### src/rtl/xlat_pkg.sv
package xlat_pkg;
   // Which store produced the current lookup's translation
   typedef enum logic [1:0] {
      SRC_NONE = 2'd0,
      SRC_BLK  = 2'd1,
      SRC_TLB  = 2'd2
   } xl_src_e;
endpackage

### src/rtl/xlat_blk_array.sv
module xlat_blk_array #(
   parameter int VPN_W = 20,
   parameter int NENT  = 4,
   localparam int IDX_W = (NENT > 1) ? $clog2(NENT) : 1
) (
   input  logic             clk,
   input  logic             rst_n,
   input  logic             wr_en,
   input  logic [IDX_W-1:0] wr_idx,
   input  logic             wr_valid,
   input  logic [VPN_W-1:0] wr_vbase,
   input  logic [VPN_W-1:0] wr_pbase,
   input  logic [VPN_W-1:0] wr_mask,
   input  logic [VPN_W-1:0] lk_vpn,
   output logic             hit,
   output logic [VPN_W-1:0] out_vpn
);
   logic [NENT-1:0]  ent_v;
   logic [VPN_W-1:0] ent_vb [NENT];
   logic [VPN_W-1:0] ent_pb [NENT];
   logic [VPN_W-1:0] ent_mk [NENT];
   logic [NENT-1:0]  match;
   logic [NENT-1:0]  grant;

   always_ff @(posedge clk or negedge rst_n) begin
      if (!rst_n) ent_v <= '0;
      else if (wr_en) ent_v[wr_idx] <= wr_valid;
   end

   always_ff @(posedge clk) begin
      if (wr_en) begin
         ent_vb[wr_idx] <= wr_vbase;
         ent_pb[wr_idx] <= wr_pbase;
         ent_mk[wr_idx] <= wr_mask;
      end
   end

   // all slots compared side by side
   for (genvar i = 0; i < NENT; i++) begin : g_cmp
      assign match[i] = ent_v[i] && (((lk_vpn ^ ent_vb[i]) & ent_mk[i]) == '0);

      // a slot written invalid no longer matches
      p_inval_r10: assert property (@(posedge clk) disable iff (!rst_n)
         (wr_en && !wr_valid && wr_idx == IDX_W'(i)) |=> !match[i]);
   end

   // lowest index wins
   assign grant = match & (~match + NENT'(1));
   assign hit   = |match;

   always_comb begin
      out_vpn = '0;
      for (int i = 0; i < NENT; i++) begin
         if (grant[i]) out_vpn = (ent_pb[i] & ent_mk[i]) | (lk_vpn & ~ent_mk[i]);
      end
   end
endmodule

### src/rtl/xlat_lru.sv
module xlat_lru #(
   parameter int SETS = 32,
   localparam int SET_W = $clog2(SETS)
) (
   input  logic             clk,
   input  logic             rst_n,
   input  logic             use_en,
   input  logic [SET_W-1:0] use_set,
   input  logic             use_way,
   input  logic             wr_en,
   input  logic [SET_W-1:0] wr_set,
   input  logic             wr_way,
   output logic             victim
);
   // one bit per set: the way to replace next
   logic [SETS-1:0] lru_q;

   always_ff @(posedge clk or negedge rst_n) begin
      if (!rst_n) lru_q <= '0;
      else begin
         for (int s = 0; s < SETS; s++) begin
            if (wr_en && wr_set == SET_W'(s))        lru_q[s] <= ~wr_way;
            else if (use_en && use_set == SET_W'(s)) lru_q[s] <= ~use_way;
         end
      end
   end

   assign victim = lru_q[wr_set];

   // a used way becomes most recent (write has precedence on the same set)
   p_lru_use_r9: assert property (@(posedge clk) disable iff (!rst_n)
      (use_en && !(wr_en && wr_set == use_set)) |=> (lru_q[$past(use_set)] == !$past(use_way)));

   // a written way becomes most recent
   p_lru_fill_r8: assert property (@(posedge clk) disable iff (!rst_n)
      wr_en |=> (lru_q[$past(wr_set)] == !$past(wr_way)));
endmodule

### src/rtl/xlat_tlb.sv
module xlat_tlb #(
   parameter int VPN_W = 20,
   parameter int SETS  = 32,
   localparam int SET_W = $clog2(SETS),
   localparam int TAG_W = VPN_W - SET_W,
   localparam int WAYS  = 2
) (
   input  logic             clk,
   input  logic             rst_n,
   input  logic [VPN_W-1:0] lk_vpn,
   output logic             hit,
   output logic             hit_way,
   output logic [VPN_W-1:0] ppn,
   input  logic             wr_en,
   input  logic [VPN_W-1:0] wr_vpn,
   input  logic [VPN_W-1:0] wr_ppn,
   input  logic             victim,
   output logic [SET_W-1:0] wr_set,
   output logic             wr_way
);
   logic [WAYS-1:0]  val_q [SETS];
   logic [TAG_W-1:0] tag_q [SETS][WAYS];
   logic [VPN_W-1:0] ppn_q [SETS][WAYS];

   logic [SET_W-1:0] lk_set;
   logic [TAG_W-1:0] lk_tag, wr_tag;
   logic [WAYS-1:0]  way_hit, wr_match;

   assign lk_set = lk_vpn[SET_W-1:0];
   assign lk_tag = lk_vpn[VPN_W-1:SET_W];
   assign wr_set = wr_vpn[SET_W-1:0];
   assign wr_tag = wr_vpn[VPN_W-1:SET_W];

   for (genvar w = 0; w < WAYS; w++) begin : g_way
      assign way_hit[w]  = val_q[lk_set][w] && (tag_q[lk_set][w] == lk_tag);
      assign wr_match[w] = val_q[wr_set][w] && (tag_q[wr_set][w] == wr_tag);
   end

   assign hit     = |way_hit;
   assign hit_way = way_hit[1];
   assign ppn     = way_hit[1] ? ppn_q[lk_set][1] : ppn_q[lk_set][0];

   // reuse a way holding the same tag, else take the LRU way
   assign wr_way = wr_match[0] ? 1'b0 : (wr_match[1] ? 1'b1 : victim);

   always_ff @(posedge clk or negedge rst_n) begin
      if (!rst_n) begin
         for (int s = 0; s < SETS; s++) val_q[s] <= '0;
      end else if (wr_en) begin
         val_q[wr_set][wr_way] <= 1'b1;
      end
   end

   always_ff @(posedge clk) begin
      if (wr_en) begin
         tag_q[wr_set][wr_way] <= wr_tag;
         ppn_q[wr_set][wr_way] <= wr_ppn;
      end
   end

   // never two live copies of one tag in a set
   for (genvar s = 0; s < SETS; s++) begin : g_chk
      p_no_dup_r8: assert property (@(posedge clk) disable iff (!rst_n)
         !(val_q[s] == 2'b11 && tag_q[s][0] == tag_q[s][1]));
   end
endmodule

### src/rtl/xlat_unit.sv
module xlat_unit #(
   parameter int EA_W     = 32,
   parameter int PG_BITS  = 12,
   parameter int BLK_N    = 4,
   parameter int TLB_SETS = 32,
   localparam int VPN_W   = EA_W - PG_BITS,
   localparam int SET_W   = $clog2(TLB_SETS),
   localparam int BIDX_W  = (BLK_N > 1) ? $clog2(BLK_N) : 1
) (
   input  logic              clk,
   input  logic              rst_n,
   input  logic              lk_valid,
   input  logic [EA_W-1:0]   lk_ea,
   output logic              rsp_valid,
   output logic              rsp_hit,
   output logic              rsp_blk,
   output logic              rsp_miss,
   output logic [EA_W-1:0]   rsp_pa,
   input  logic              blk_wr_en,
   input  logic [BIDX_W-1:0] blk_wr_idx,
   input  logic              blk_wr_valid,
   input  logic [VPN_W-1:0]  blk_wr_vbase,
   input  logic [VPN_W-1:0]  blk_wr_pbase,
   input  logic [VPN_W-1:0]  blk_wr_mask,
   input  logic              tlb_wr_en,
   input  logic [VPN_W-1:0]  tlb_wr_vpn,
   input  logic [VPN_W-1:0]  tlb_wr_ppn
);
   import xlat_pkg::*;

   initial begin
      a_widths: assert (EA_W > PG_BITS && PG_BITS > 0) else $error("page offset must fit in the address");
      a_sets: assert (TLB_SETS >= 2 && (TLB_SETS & (TLB_SETS - 1)) == 0) else $error("set count must be a power of two");
      a_tag: assert (SET_W < VPN_W) else $error("no tag bits left");
      a_blk: assert (BLK_N >= 1) else $error("need at least one block slot");
   end

   logic [VPN_W-1:0]   lk_vpn;
   logic               blk_hit, tlb_hit, tlb_way, victim, wr_way;
   logic [VPN_W-1:0]   blk_vpn, tlb_ppn;
   logic [SET_W-1:0]   wr_set;
   xl_src_e            src;
   logic [VPN_W-1:0]   sel_vpn;

   assign lk_vpn = lk_ea[EA_W-1:PG_BITS];

   xlat_blk_array #(.VPN_W(VPN_W), .NENT(BLK_N)) u_blk (
      .clk(clk), .rst_n(rst_n),
      .wr_en(blk_wr_en), .wr_idx(blk_wr_idx), .wr_valid(blk_wr_valid),
      .wr_vbase(blk_wr_vbase), .wr_pbase(blk_wr_pbase), .wr_mask(blk_wr_mask),
      .lk_vpn(lk_vpn), .hit(blk_hit), .out_vpn(blk_vpn)
   );

   xlat_tlb #(.VPN_W(VPN_W), .SETS(TLB_SETS)) u_tlb (
      .clk(clk), .rst_n(rst_n),
      .lk_vpn(lk_vpn), .hit(tlb_hit), .hit_way(tlb_way), .ppn(tlb_ppn),
      .wr_en(tlb_wr_en), .wr_vpn(tlb_wr_vpn), .wr_ppn(tlb_wr_ppn),
      .victim(victim), .wr_set(wr_set), .wr_way(wr_way)
   );

   xlat_lru #(.SETS(TLB_SETS)) u_lru (
      .clk(clk), .rst_n(rst_n),
      .use_en(lk_valid && src == SRC_TLB), .use_set(lk_vpn[SET_W-1:0]), .use_way(tlb_way),
      .wr_en(tlb_wr_en), .wr_set(wr_set), .wr_way(wr_way),
      .victim(victim)
   );

   // block translation outranks the page cache
   always_comb begin
      if (blk_hit)      src = SRC_BLK;
      else if (tlb_hit) src = SRC_TLB;
      else              src = SRC_NONE;
      sel_vpn = (src == SRC_BLK) ? blk_vpn : tlb_ppn;
   end

   always_ff @(posedge clk or negedge rst_n) begin
      if (!rst_n) begin
         rsp_valid <= 1'b0;
         rsp_hit   <= 1'b0;
         rsp_blk   <= 1'b0;
         rsp_miss  <= 1'b0;
         rsp_pa    <= '0;
      end else begin
         rsp_valid <= lk_valid;
         rsp_hit   <= lk_valid && src != SRC_NONE;
         rsp_blk   <= lk_valid && src == SRC_BLK;
         rsp_miss  <= lk_valid && src == SRC_NONE;
         rsp_pa    <= (lk_valid && src != SRC_NONE) ? {sel_vpn, lk_ea[PG_BITS-1:0]} : '0;
      end
   end

   // response follows request by one cycle
   p_resp_r2: assert property (@(posedge clk) disable iff (!rst_n)
      lk_valid |=> rsp_valid);
   p_idle_r2: assert property (@(posedge clk) disable iff (!rst_n)
      !lk_valid |=> (!rsp_valid && !rsp_miss));
   // a miss carries no address and no hit
   p_miss_r7: assert property (@(posedge clk) disable iff (!rst_n)
      rsp_miss |-> (!rsp_hit && rsp_pa == '0));
   p_excl_r7: assert property (@(posedge clk) disable iff (!rst_n)
      rsp_valid |-> (rsp_hit ^ rsp_miss));
   // page offset passes straight through
   p_offset_r3: assert property (@(posedge clk) disable iff (!rst_n)
      rsp_hit |-> (rsp_pa[PG_BITS-1:0] == $past(lk_ea[PG_BITS-1:0])));
   // block source implies a hit
   p_blk_hit_r5: assert property (@(posedge clk) disable iff (!rst_n)
      rsp_blk |-> rsp_hit);
endmodule

### config.mk
export PLATFORM = sky130hd
export DESIGN_NAME = xlat_unit
export DESIGN_NICKNAME = d
export VERILOG_FILES = /design/src/rtl/xlat_pkg.sv /design/src/rtl/xlat_blk_array.sv /design/src/rtl/xlat_lru.sv /design/src/rtl/xlat_tlb.sv /design/src/rtl/xlat_unit.sv
export SDC_FILE = /design/constraint.sdc
export NUM_CORES = 2
export LEC_CHECK = 0
export BUFFER_PORTS_ARGS = -buffer_cell sky130_fd_sc_hd__buf_2
export CAP_MARGIN = 20
export CORE_ASPECT_RATIO = 1.2
export CORE_UTILIZATION = 62
export DETAILED_ROUTE_END_ITERATION = 7
export PLACE_DENSITY_LB_ADDON = 0.08
export RECOVER_POWER = 25
export REMOVE_ABC_BUFFERS = 1
export SETUP_SLACK_MARGIN = 0.15
export SLEW_MARGIN = 20
export SYNTH_ARGS = -nofsm -noshare
export SYNTH_HDL_FRONTEND = slang
export SYNTH_SLANG_ARGS = --single-unit
### constraint.sdc
create_clock -name clk -period 7.95 [get_ports clk]
set_input_delay 1.1925 -clock clk [delete_from_list [all_inputs] [get_ports clk]]
set_output_delay 1.1925 -clock clk [all_outputs]
set_load 0.01 [all_outputs]
==> flow_metrics.tcl <==
set metrics [dict create \
    outcome "finished with violations" \
    failed_checks "capacitance limit, slew limit" \
    cp_data_required_time_ns 8.50 \
    maxCapViolCount 21 \
    dr_wl_met2_um 152200 \
    ys.flop_type "edfxtp_1" \
    m1WireLength_um 109600 \
    gp_congestion 0.9692 \
    post-cts-setup-buffers 0 \
    synth_top_area_share_pct 67.64 \
    die_w_um 386.7 \
    cts_root_buf "clkbuf_16" \
    whs_ns 0.4954 \
    finalSetupViolations 0 \
    numCtsBuffers 240 \
    fin_ws_ns 1.519 \
    cts_tree "done" \
    top_layer_used "met5" \
    avgSynthCellArea_sq_um 20.83 \
    min_period_ns 6.431 \
    startpoint_type "input pin" \
    cp-end-kind "register" \
    ys_ff_latch 2616 \
    drt-wirelength-per-cell_um 38.35 \
    clk-insertion-delay-late_ns 0.88 \
    hold_end "u_tlb.val_q[40]" \
    drt_iter0_markers 7873 \
    final_layout_size_suffix_gt1_share_pct 30.49 \
    synth_top_area_cell "edfxtp_1" \
    hold_depth 1 \
    grt_pass1_wl_um 437300 \
    dieArea_sq_um 179300 \
    final_nets 5723 \
    cts-htree-levels 4 \
    port_buffers 175 \
    finClkSkew_ns 0.03044 \
    drtPass1Iterations 6 \
    powerDensity_nw_per_um2 239.1 \
    synth-seq-area-share_pct 70.73 \
    hp-start "u_tlb.val_q[40]" \
    wl_um 310400 \
    start_util_pct 62.36 \
    synth_edf_count 2480 \
    syn2layout_area_growth_pct 11.30 \
    layout_worst_path_cycle_share_pct 80.89 \
    post-place-ws_ns 0.8450 \
    dr_wl_met3_um 31740 \
    worst_slew_pin_slew_ns 4.700 \
    ys_warn_count 0 \
    ir_drop_uv 196.2 \
    crit_fanout 56 \
    cts.sink_count 2616 \
    ys_types 60 \
    final.setup.tns_ns 0 \
    worst_r2r_endpoint "u_tlb.ppn_q[28][5]" \
    via_per_inst 7.293 \
    grt_max_degree 126 \
    worst-r2r-setup-slack_ns 2.22 \
    synthTopCellsByArea "edfxtp_1 (68%), mux4_2 (18%), dfrtp_1 (3.1%), mux2i_1 (2.2%), xor2_1 (0.80%)" \
    antenna_found_initial 5 \
    cts.reportedPaths.clkPinSlew_ns 0.07 \
    fillers 10753 \
    drc 0 \
    worstPathArrival_ns 6.98 \
    slew_viol_final 1098 \
    grt_usage_pct 34.98 \
    r2r_start "u_tlb.tag_q[0][3]" \
    synthArstFlopShare_pct 5.199 \
    ff2ff_path_depth 10 \
    netlist_area_sq_um 110100 \
    relSlewSlack_pct -213.3 \
    rows 169 \
    ant_nets 0 \
    io_pins 176 \
    cts_buffer_depth 3 \
    die_h_um 463.6 \
    crit_path_start "tlb_wr_vpn[0]" \
    syn-instance-count 5287 \
    dp_hpwl_um 191800 \
    cts_resized 0 \
    power.leakage_uw 0.03983 \
    grt_pass1_vias 58592 \
    rsz0062_at_grt "false" \
    core_sq_um 176600 \
    vias 59027 \
    hold_violations 0 \
    hold_class "reg2reg" \
    gr-total-overflow 0 \
    timing.fmax_mhz 155.5 \
    ctsHoldBuffers 0 \
    criticalPathCategory "in2reg" \
]
## power by group
group | switching, uW | total, uW | leakage [uW] | internal, uW
Clock | 5020 | 11600 | 0.00383 | 6580
Sequential | 145 | 15500 | 0.0241 | 15300
Combinational | 1320 | 2210 | 0.0119 | 887
Total | 6480 | 29300 | 0.0398 | 22800
## cells in the final DEF (no fill, tap or decap), types with 62 or more instances in the layout
cell type	n
clkbuf_1	142
buf_2	80
nand3_1	87
clkbuf_16	244
buf_4	181
mux4_2	897
edfxtp_1	2480
xor2_1	101
o22ai_1	62
o21ai_0	95
nand2_1	72
dfrtp_1	136
mux2i_1	245
mux2_2	65
## metrics by stage
| stage | total power [uW] | cells | utilization [%] | area, sq um |
|---|---|---|---|---|
| 2_1_floorplan | 16760 | 4935 | - | 108400 |
| 3_3_place_gp | 17920 | 7648 | 65.02 | 114800 |
| 3_5_place_dp | 17960 | 7649 | 65.03 | 114800 |
| 4_1_cts | 29360 | 8090 | 69.49 | 122700 |
| 5_1_grt | 30020 | 8092 | 69.40 | 122500 |
| 6_report | 29300 | 8094 | 69.41 | 122500 |
## registers in the layout, indices dropped and copies added, names as in the netlist, 32 cells and up
signal and cells:
u_tlb.ppn_q 1280, u_blk.ent_mk 80, u_tlb.val_q 64, rsp_pa 32, u_lru.lru_q 32, u_blk.ent_vb 80
u_blk.ent_pb 80, u_tlb.tag_q 960
## kinds of logic after synthesis
logic type             after synthesis  share of synthesized area, %
XOR/XNOR                           133                         1.058
flip-flops                        2616                         70.73
buffers and inverters              373                         1.598
multiplexers                      1207                         21.24
AO/OA/AOI/OAI                      462                         2.934
AND/OR/NAND/NOR                    496                         2.444
## how the worst max path moves through the flow
| stage | end | depth (start not counted) | slack [ns] |
|---|---|---|---|
| floorplan | u_tlb.ppn_q[29][0] | 9 | 1.36 |
| global placement | u_tlb.ppn_q[28][26] | 14 | 0.84 |
| detailed placement | u_tlb.ppn_q[28][37] | 14 | 0.85 |
| CTS | u_tlb.ppn_q[28][31] | 14 | 1.77 |
| global route | u_tlb.ppn_q[28][6] | 12 | 1.44 |
| finish | u_tlb.ppn_q[28][5] | 12 | 1.52 |
## cell type report
type | count | area (sq um) | area share (%)
clock buffers | 294 | 6294 | 5.136
flip-flops and latches | 2616 | 77870 | 63.55
multi-input cells | 2298 | 30720 | 25.07
diodes | 4 | 10.01 | 0.008168
repair buffers | 406 | 3109 | 2.537
well taps | 2308 | 2888 | 2.356
inverters | 21 | 78.83 | 0.06432
clock inverters | 147 | 1570 | 1.281
## cell usage after synthesis (4+ instances only)
master	number
inv_1	17
xnor2_1	32
o211ai_1	18
edfxtp_1	2480
mux4_2	897
o221ai_1	27
buf_6	13
a222oi_1	4
a21oi_1	30
buf_4	25
nand4_1	18
and3_1	26
nand2b_1	49
and2_1	27
nor2b_1	18
o22ai_1	62
a41oi_1	24
xor2_1	101
nor4_1	12
a31oi_1	9
buf_2	134
nor2_1	58
a21o_1	16
or2_2	59
a2111oi_0	11
o21ai_1	11
a22oi_1	59
dfrtp_1	136
nor3_1	26
a211oi_1	26
nand3_1	87
buf_1	55
a22o_1	41
mux2i_1	245
mux2_2	65
o21ai_0	97
clkbuf_1	125
or3_1	12
a221oi_1	9
nand3b_1	22
nand2_1	72
## layer usage
| layer | vias up | GRT usage [%] |
|---|---|---|
| met1 | 31284 | 46.28 |
| met3 | 711 | 7.523 |
| met4 | 2 | 16.60 |
| met2 | 3971 | 56.16 |
| met5 | - | 0 |
| li1 | 23059 | - |
## worst max-delay path, cell delays in order
cell     delay (ns)
buf_8          0.48
buf_12         0.33
mux4_2         0.55
mux4_2         0.49
o22a_1         0.20
xor2_1         0.18
nor4_1         0.48
nand4_1        0.59
a22oi_2        0.44
buf_4          0.52
and3_2         0.80
buf_4          0.41
(Power assumes the default switching activity.)
